--- config.mk ---
export PLATFORM = sky130hd
export DESIGN_NAME = dst_adjuster
export DESIGN_NICKNAME = d
export VERILOG_FILES = /design/src/rtl/dst_pkg.sv /design/src/rtl/dst_regs.sv /design/src/rtl/dst_match.sv /design/src/rtl/dst_fsm.sv /design/src/rtl/dst_adjuster.sv
export SDC_FILE = /design/constraint.sdc
export NUM_CORES = 1
export LEC_CHECK = 0
export BUFFER_PORTS_ARGS = -buffer_cell sky130_fd_sc_hd__buf_2
export CAP_MARGIN = 20
export CORE_MARGIN = 4
export CORE_UTILIZATION = 59
export DETAILED_ROUTE_END_ITERATION = 12
export MAX_ROUTING_LAYER = met4
export PLACE_DENSITY = 0.89
export REMOVE_ABC_BUFFERS = 1
export SLEW_MARGIN = 10
export SYNTH_ARGS = -nofsm -noshare
export SYNTH_HDL_FRONTEND = slang
export SYNTH_SLANG_ARGS = --single-unit
export TNS_END_PERCENT = 1
--- constraint.sdc ---
create_clock -name clk -period 3.7 [get_ports clk]
set_input_delay 0.37 -clock clk [delete_from_list [all_inputs] [get_ports clk]]
set_output_delay 0.37 -clock clk [all_outputs]
set_load 0.005 [all_outputs]
--- src/rtl/dst_pkg.sv ---
package dst_pkg;

    localparam int BYTE_W     = 8;
    localparam int RULE_BYTES = 4;
    localparam int NUM_RULES  = 2;
    localparam int NUM_REGS   = RULE_BYTES * NUM_RULES;
    localparam int ADDR_W     = $clog2(NUM_REGS);
    localparam int BIN_W      = 7;
    localparam int FWD        = 0;
    localparam int REV        = 1;

    typedef enum logic [1:0] {
        ST_OFF  = 2'd0,
        ST_WAIT = 2'd1,
        ST_STD  = 2'd2,
        ST_DST  = 2'd3
    } dst_state_t;

    typedef struct packed {
        logic [BYTE_W-1:0] month;
        logic [BYTE_W-1:0] daysel;
        logic [BYTE_W-1:0] date;
        logic [BYTE_W-1:0] hour;
    } dst_rule_t;

    function automatic logic [BIN_W-1:0] bcd_to_bin(input logic [BYTE_W-1:0] b);
        logic [BIN_W-1:0] tens;
        tens = {3'b000, b[7:4]};
        return (tens * 7'd10) + {3'b000, b[3:0]};
    endfunction

endpackage

--- src/rtl/dst_regs.sv ---
module dst_regs
    import dst_pkg::*;
(
    input  logic              clk,
    input  logic              rst_n,
    input  logic              wr_en,
    input  logic [ADDR_W-1:0] wr_addr,
    input  logic [BYTE_W-1:0] wr_data,
    output dst_rule_t         rules [NUM_RULES],
    output logic              en_set,
    output logic              en_clr
);

    logic [BYTE_W-1:0] regs_q [NUM_REGS];

    always_ff @(posedge clk or negedge rst_n) begin
        if (!rst_n) begin
            for (int i = 0; i < NUM_REGS; i++) regs_q[i] <= '0;
        end else if (wr_en) begin
            regs_q[wr_addr] <= wr_data;
        end
    end

    for (genvar g = 0; g < NUM_RULES; g++) begin : g_rule
        assign rules[g] = '{
            month:  regs_q[g*RULE_BYTES + 0],
            daysel: regs_q[g*RULE_BYTES + 1],
            date:   regs_q[g*RULE_BYTES + 2],
            hour:   regs_q[g*RULE_BYTES + 3]
        };
    end

    always_comb begin
        en_set = wr_en && (wr_addr == '0) &&  wr_data[BYTE_W-1];
        en_clr = wr_en && (wr_addr == '0) && !wr_data[BYTE_W-1];
    end

endmodule

--- src/rtl/dst_match.sv ---
module dst_match
    import dst_pkg::*;
(
    input  dst_rule_t         rule,
    input  logic [BYTE_W-1:0] cur_month,
    input  logic [BYTE_W-1:0] cur_date,
    input  logic [2:0]        cur_dow,
    input  logic [BYTE_W-1:0] cur_hour,
    input  logic [BYTE_W-1:0] cur_min,
    input  logic [BYTE_W-1:0] cur_sec,
    output logic              hit,
    output logic              lead
);

    logic [BIN_W-1:0] date_bin;
    logic [BIN_W-1:0] hr_bin;
    logic [BIN_W-1:0] bh_bin;
    logic [2:0]       week_cur;
    logic             month_ok;
    logic             day_ok;
    logic             prio;

    always_comb begin
        date_bin = bcd_to_bin(cur_date);
        hr_bin   = bcd_to_bin(cur_hour);
        bh_bin   = bcd_to_bin({2'b00, rule.hour[5:0]});
        week_cur = (date_bin == '0) ? 3'd0
                                    : 3'(((date_bin - 7'd1) / 7'd7) + 7'd1);
        prio     = rule.daysel[7];
        month_ok = (cur_month == {3'b000, rule.month[4:0]});
        if (prio)
            day_ok = (cur_dow == rule.daysel[2:0]) && (week_cur == rule.daysel[5:3]);
        else
            day_ok = (cur_date == {2'b00, rule.date[5:0]});
        hit  = month_ok && day_ok
            && (cur_hour == {2'b00, rule.hour[5:0]})
            && (cur_min == '0) && (cur_sec == '0);
        lead = month_ok && day_ok && (bh_bin != '0) && (hr_bin == bh_bin - 7'd1);
    end

endmodule

--- src/rtl/dst_fsm.sv ---
module dst_fsm
    import dst_pkg::*;
(
    input  logic                 clk,
    input  logic                 rst_n,
    input  logic                 sec_tick,
    input  logic                 en_set,
    input  logic                 en_clr,
    input  logic [NUM_RULES-1:0] hit,
    input  logic [NUM_RULES-1:0] lead,
    output logic                 hour_fwd,
    output logic                 hour_back,
    output logic                 dst_active
);

    dst_state_t state_q, state_d;

    always_comb begin
        state_d = state_q;
        unique case (state_q)
            ST_OFF:  if (en_set)                                  state_d = ST_WAIT;
            ST_WAIT: if (sec_tick && !lead[FWD] && !hit[FWD])     state_d = ST_STD;
            ST_STD:  if (sec_tick && hit[FWD])                    state_d = ST_DST;
            ST_DST:  if (sec_tick && hit[REV])                    state_d = ST_STD;
            default:                                              state_d = ST_OFF;
        endcase
        if (en_clr) state_d = ST_OFF;
    end

    always_ff @(posedge clk or negedge rst_n) begin
        if (!rst_n) state_q <= ST_OFF;
        else        state_q <= state_d;
    end

    always_ff @(posedge clk or negedge rst_n) begin
        if (!rst_n) begin
            hour_fwd  <= 1'b0;
            hour_back <= 1'b0;
        end else begin
            hour_fwd  <= sec_tick && !en_clr && (state_q == ST_STD) && hit[FWD];
            hour_back <= sec_tick && !en_clr && (state_q == ST_DST) && hit[REV];
        end
    end

    assign dst_active = (state_q == ST_DST);

    AST_FWD_SETS_FLAG:   assert property (@(posedge clk) disable iff (!rst_n) hour_fwd |-> dst_active);
    AST_BACK_CLR_FLAG:   assert property (@(posedge clk) disable iff (!rst_n) hour_back |-> !dst_active);
    AST_BACK_FROM_DST:   assert property (@(posedge clk) disable iff (!rst_n) hour_back |-> $past(dst_active));
    AST_DISABLE_WINS:    assert property (@(posedge clk) disable iff (!rst_n) en_clr |=> (!dst_active && !hour_fwd && !hour_back));
    AST_PULSE_ON_TICK:   assert property (@(posedge clk) disable iff (!rst_n) (hour_fwd || hour_back) |-> $past(sec_tick));
    AST_NO_FWD_IN_DST:   assert property (@(posedge clk) disable iff (!rst_n) hour_fwd |-> !$past(dst_active));
    AST_PULSES_EXCL:     assert property (@(posedge clk) disable iff (!rst_n) $onehot0({hour_fwd, hour_back}));

endmodule

--- src/rtl/dst_adjuster.sv ---
module dst_adjuster
    import dst_pkg::*;
(
    input  logic              clk,
    input  logic              rst_n,
    input  logic              sec_tick,
    input  logic [7:0]        cur_month,
    input  logic [7:0]        cur_date,
    input  logic [2:0]        cur_dow,
    input  logic [7:0]        cur_hour,
    input  logic [7:0]        cur_min,
    input  logic [7:0]        cur_sec,
    input  logic              wr_en,
    input  logic [2:0]        wr_addr,
    input  logic [7:0]        wr_data,
    output logic              hour_fwd,
    output logic              hour_back,
    output logic              dst_active
);

    dst_rule_t              rules [NUM_RULES];
    logic                   en_set;
    logic                   en_clr;
    logic [NUM_RULES-1:0]   hit;
    logic [NUM_RULES-1:0]   lead;

    dst_regs u_regs (
        .clk     (clk),
        .rst_n   (rst_n),
        .wr_en   (wr_en),
        .wr_addr (wr_addr),
        .wr_data (wr_data),
        .rules   (rules),
        .en_set  (en_set),
        .en_clr  (en_clr)
    );

    for (genvar g = 0; g < NUM_RULES; g++) begin : g_match
        dst_match u_match (
            .rule      (rules[g]),
            .cur_month (cur_month),
            .cur_date  (cur_date),
            .cur_dow   (cur_dow),
            .cur_hour  (cur_hour),
            .cur_min   (cur_min),
            .cur_sec   (cur_sec),
            .hit       (hit[g]),
            .lead      (lead[g])
        );
    end

    dst_fsm u_fsm (
        .clk        (clk),
        .rst_n      (rst_n),
        .sec_tick   (sec_tick),
        .en_set     (en_set),
        .en_clr     (en_clr),
        .hit        (hit),
        .lead       (lead),
        .hour_fwd   (hour_fwd),
        .hour_back  (hour_back),
        .dst_active (dst_active)
    );

endmodule

==> tab_implementation.tex <==
\begin{tabular}{lr}
\hline
Metric & Value \\
\hline
\multicolumn{2}{l}{\textbf{Critical path}} \\
\quad Setup crit end kind & flip-flop \\
\quad Required time worst endpoint & 3.92 ns \\
\quad Arrival time of the worst setup path & 5.19 ns \\
\quad Register-to-register setup slack & 0.25 ns \\
\quad Kind of critical path & in -> reg \\
\quad Crit-path max FO & 4 \\
\quad Startpoint kind of the worst setup timing path & input pin \\
\multicolumn{2}{l}{\textbf{Power and ir drop}} \\
\quad Combinational power share & 0.560 \\
\quad Peak VDD IR & 0.3413 mV \\
\quad Net switching share of the total power & 0.4004 \\
\quad Ratio of total power to cell area & 477.8 nW/um2 \\
\quad Cell leakage power & 2.422 nW \\
\quad Design internal power & 0.001570 W \\
\quad Clock share of power & 0.132 \\
\quad Total design power & 0.002618 W \\
\quad Switch Pwr & 0.001048 W \\
\quad Proportion of power drawn by flip-flops and latches & 0.308 \\
\multicolumn{2}{l}{\textbf{Drt}} \\
\quad DRC viols & 0 \\
\quad Per-cell via count in the routed design & 6.181 \\
\quad DRC violation total after the first TritonRoute iteration & 270 \\
\quad Average detailed-routed wire length per instance & 19.33 um \\
\quad Number of nets with antenna violations after detailed routing & 0 \\
\quad TritonRoute pass-1 iters & 5 \\
\quad DRT Wirelength & 12.32 mm \\
\quad Total via count in the routed design & 3,937 \\
\multicolumn{2}{l}{\textbf{Clocking}} \\
\quad Total clock sinks & 52 \\
\quad Clock edge transition at the registers on the reported setup and hold paths & 0.10 ns \\
\quad Insertion delay to the later sink of the worst-skew pair & 0.32 ns \\
\quad Clock tree from TritonCTS & built \\
\quad Number of buffers inserted during clock tree synthesis & 5 \\
\quad Root cell of the clock tree & clkbuf\_8 \\
\quad Max H-tree Level & 2 \\
\quad Maximum buffer depth of the clock tree & 2 \\
\multicolumn{2}{l}{\textbf{Timing}} \\
\quad Slew at the pin closest to its max-slew limit & 1.036 ns \\
\quad Number of failing setup endpoints in the final timing report & 4 \\
\quad Final clock period utilization by the worst path & 1.344 \\
\quad Final Max Slew Viols & 0 \\
\quad Slew headroom & 0.3077 \\
\quad Worst hold slack & 0.3368 ns \\
\quad Total count of hold-check failures in the final report & 0 \\
\quad Final period demand of the worst path & 4.972 ns \\
\quad Upper clock frequency limit & 0.2011 GHz \\
\quad RSZ-0062 raised after global routing & true \\
\quad Final worst clock skew & 0.007364 ns \\
\quad Setup slack after layout & -1.272 ns \\
\multicolumn{2}{l}{\textbf{Logic synthesis}} \\
\quad Number of enable flip-flop cells after synthesis & 0 \\
\quad Cell count after synthesis & 416 \\
\quad Share of the synthesized area in compound gates (AO/OA/AOI/OAI) & 0.1567 \\
\quad Fraction of registers with async set/reset & 1.000 \\
\quad Share of the yosys chip area belonging to registers & 0.3023 \\
\quad Number of storage elements in the synthesis netlist & 52 \\
\quad Xor and xnor area share after synthesis & 0.1430 \\
\quad Post-Synthesis Cell Area & 4304 um2 \\
\quad Post-synthesis share of cell area spent on full adders, half adders and majority gates & 0.08430 \\
\quad Main combinational cell family by area after synthesis & compound AO/OA/AOI/OAI gates \\
\quad Mux share of post-synthesis cell area & 0.1349 \\
\quad Synth Flop Type & dfrtp\_1 \\
\quad Synthesis Warnings & 0 \\
\quad Synth Area in Simple Gates & 0.1561 \\
\quad Mean instance size in the synthesized netlist & 10.35 um2 \\
\quad Number of unique standard cell types used by synthesis & 70 \\
\multicolumn{2}{l}{\textbf{Global routing}} \\
\quad GRT Util Overall & 0.2946 \\
\quad Pin count of the biggest net entering global routing & 32 \\
\quad Initial antenna violation count & 0 \\
\quad Via count of the first global-routing pass & 4,120 \\
\quad Wire length of the first global-routing pass & 19.82 mm \\
\quad Total overflow reported by the global router & 0 \\
\multicolumn{2}{l}{\textbf{Run status}} \\
\quad Result of the run & finished, violations left \\
\quad Failing checks & setup timing \\
\multicolumn{2}{l}{\textbf{Min path}} \\
\quad Worst Hold Class & in -> reg \\
\multicolumn{2}{l}{\textbf{Run}} \\
\quad Max\_cap viols & 0 \\
\multicolumn{2}{l}{\textbf{Placement}} \\
\quad RePlAce Congestion & 0.9655 \\
\quad Setup Slack @ Placement & -1.770 ns \\
\quad Final HPWL from detailed placement & 9.467 mm \\
\quad IO buf count & 59 \\
\multicolumn{2}{l}{\textbf{Finish}} \\
\quad Layout Area Growth over Synthesis & 27.33\% \\
\quad Commonest cells after routing, fill and taps aside & 63 x buf\_4, 56 x buf\_2, 52 x dfrtp\_1, 48 x mux2\_2, 38 x xnor2\_1 \\
\quad Share of layout cells above drive strength 1 & 0.4325 \\
\quad Number of antenna repair diodes & 0 \\
\quad Leading cell type in the layout, fill and taps excluded & buf\_4 \\
\quad NumNets Final & 624 \\
\multicolumn{2}{l}{\textbf{Die}} \\
\quad Number of top-level pins & 61 \\
\quad Starting Density & 0.6198 \\
\quad Area of the core & 6944 um2 \\
\quad Floorplan die width & 93.41 um \\
\quad Die area & 8725 um2 \\
\quad Overall die height & 93.41 um \\
\quad Row cnt & 30 \\
\hline
\end{tabular}
state kept, by name (all words and copies together), names as in the netlist:
| register | count |
|---|---|
| u_fsm.state_q | 2 |
| u_fsm.hour_fwd | 1 |
| u_regs.rules | 48 |
| u_fsm.hour_back | 1 |
final cells by class:
| class | instances | area, um2 |
|---|---|---|
| timing repair buffer | 124 | 804.5 |
| fill | 426 | 1464 |
| tap | 96 | 120.1 |
| clock buffer | 5 | 68.82 |
| inverter | 17 | 63.81 |
| multi-input combinational | 340 | 3095 |
| sequential | 52 | 1301 |
| clock inverter | 3 | 26.28 |
per-layer routing:
layer  global-route usage  vias to the layer above  wire length [um]
met5                    -                        -                 0
met4               0.1087                        0               453
met3              0.05068                       50               755
met2               0.4878                      169              6117
met1               0.3619                     1926              4989
li1                     -                     1792                 -
logic make-up (layout without fill, tap and decap cells):
family | count (synthesis) | in the layout
buf+inv | 24 | 149
simple gates | 112 | 112
xor+xnor | 67 | 67
mux | 52 | 52
flops | 52 | 52
compound gates | 83 | 83
fa+ha+maj | 26 | 26
repair_timing:
item	4_1_cts	5_1_grt
setup buffers	1	2
hold buffers	1	0
pin swaps	12	20
hold endpoints to repair	9	0
gates resized for setup	20	25
endpoints found under the setup margin	4	4
worst max-delay path, stage by stage:
cell and delay (ns):
buf_4 0.12, ha_4 0.13, inv_1 0.06, fa_2 0.47, nor2b_2 0.18, buf_4 0.16, a211o_1 0.19, buf_6 0.12
buf_4 0.12, nand3_1 0.06, a2bb2oi_1 0.13, o31a_1 0.25, a32oi_2 0.19, ha_1 0.28, nand2_2 0.09, o21ai_2 0.06
a211oi_2 0.27, a211oi_4 0.06, ha_2 0.19, nor2_1 0.08, or4b_4 0.49, a211oi_4 0.25, buf_4 0.16, o2111ai_2 0.10
mux2i_1 0.24, nor3_2 0.09, nor4b_2 0.27
through the flow:
step / std cells / TNS (ns) / area [um2] / util
6_report: 637 / -4.345 / 5480 / 0.7892
3_5_place_dp: 624 / -6.611 / 5136 / 0.7396
5_1_grt: 637 / -5.123 / 5480 / 0.7892
3_3_place_gp: 624 / -5.837 / 5136 / 0.7396
4_1_cts: 634 / -4.722 / 5318 / 0.7658
2_1_floorplan: 409 / -5.430 / 4270 / -
worst paths after layout:
check,cells after the start,end,start
worst max-delay path,27,u_fsm.state_q[0],cur_date[4]
worst min-delay path,3,u_regs.rules[55],wr_data[7]
worst max register to register,12,u_fsm.state_q[1],u_regs.rules[33]
worst min register to register,1,u_regs.rules[41],u_regs.rules[41]
max in group asynchronous,3,u_regs.rules[45],rst_n
min in group asynchronous,2,u_regs.rules[48],rst_n
cells in the mapped netlist, types with 3 or more instances:
cell type	n	area, um2
dfrtp_1	52	1301
mux2_2	48	540.5
xnor2_1	39	341.6
xor2_1	25	219.0
ha_1	21	262.8
nand2_1	21	78.83
inv_1	17	63.81
a21oi_1	15	75.07
nor2_1	13	48.80
nor4_1	13	81.33
nor3_1	11	55.05
o21ai_0	11	55.05
nand3_1	9	45.04
a21o_1	6	45.04
a31oi_1	6	37.54
clkbuf_1	6	22.52
nand4_1	6	37.54
fa_1	5	100.1
nand2b_1	5	31.28
and3_1	4	25.02
mux2i_1	4	40.04
o211ai_1	4	30.03
o21ai_1	4	20.02
or4_1	4	30.03
a211oi_1	3	22.52
and2_1	3	18.77
nand4b_1	3	26.28
nor3b_1	3	22.52
power by group through the flow:
| stage | clock network [W] | registers, W | logic (W) |
|---|---|---|---|
| floorplan | 0 | 0.000780 | 0.000930 |
| global placement | 0 | 0.000801 | 0.00128 |
| detailed placement | 0 | 0.000812 | 0.00134 |
| CTS | 0.000349 | 0.000803 | 0.00140 |
| global route | 0.000367 | 0.000821 | 0.00160 |
| finish | 0.000345 | 0.000806 | 0.00147 |
Power figures use the tool's default switching activity.
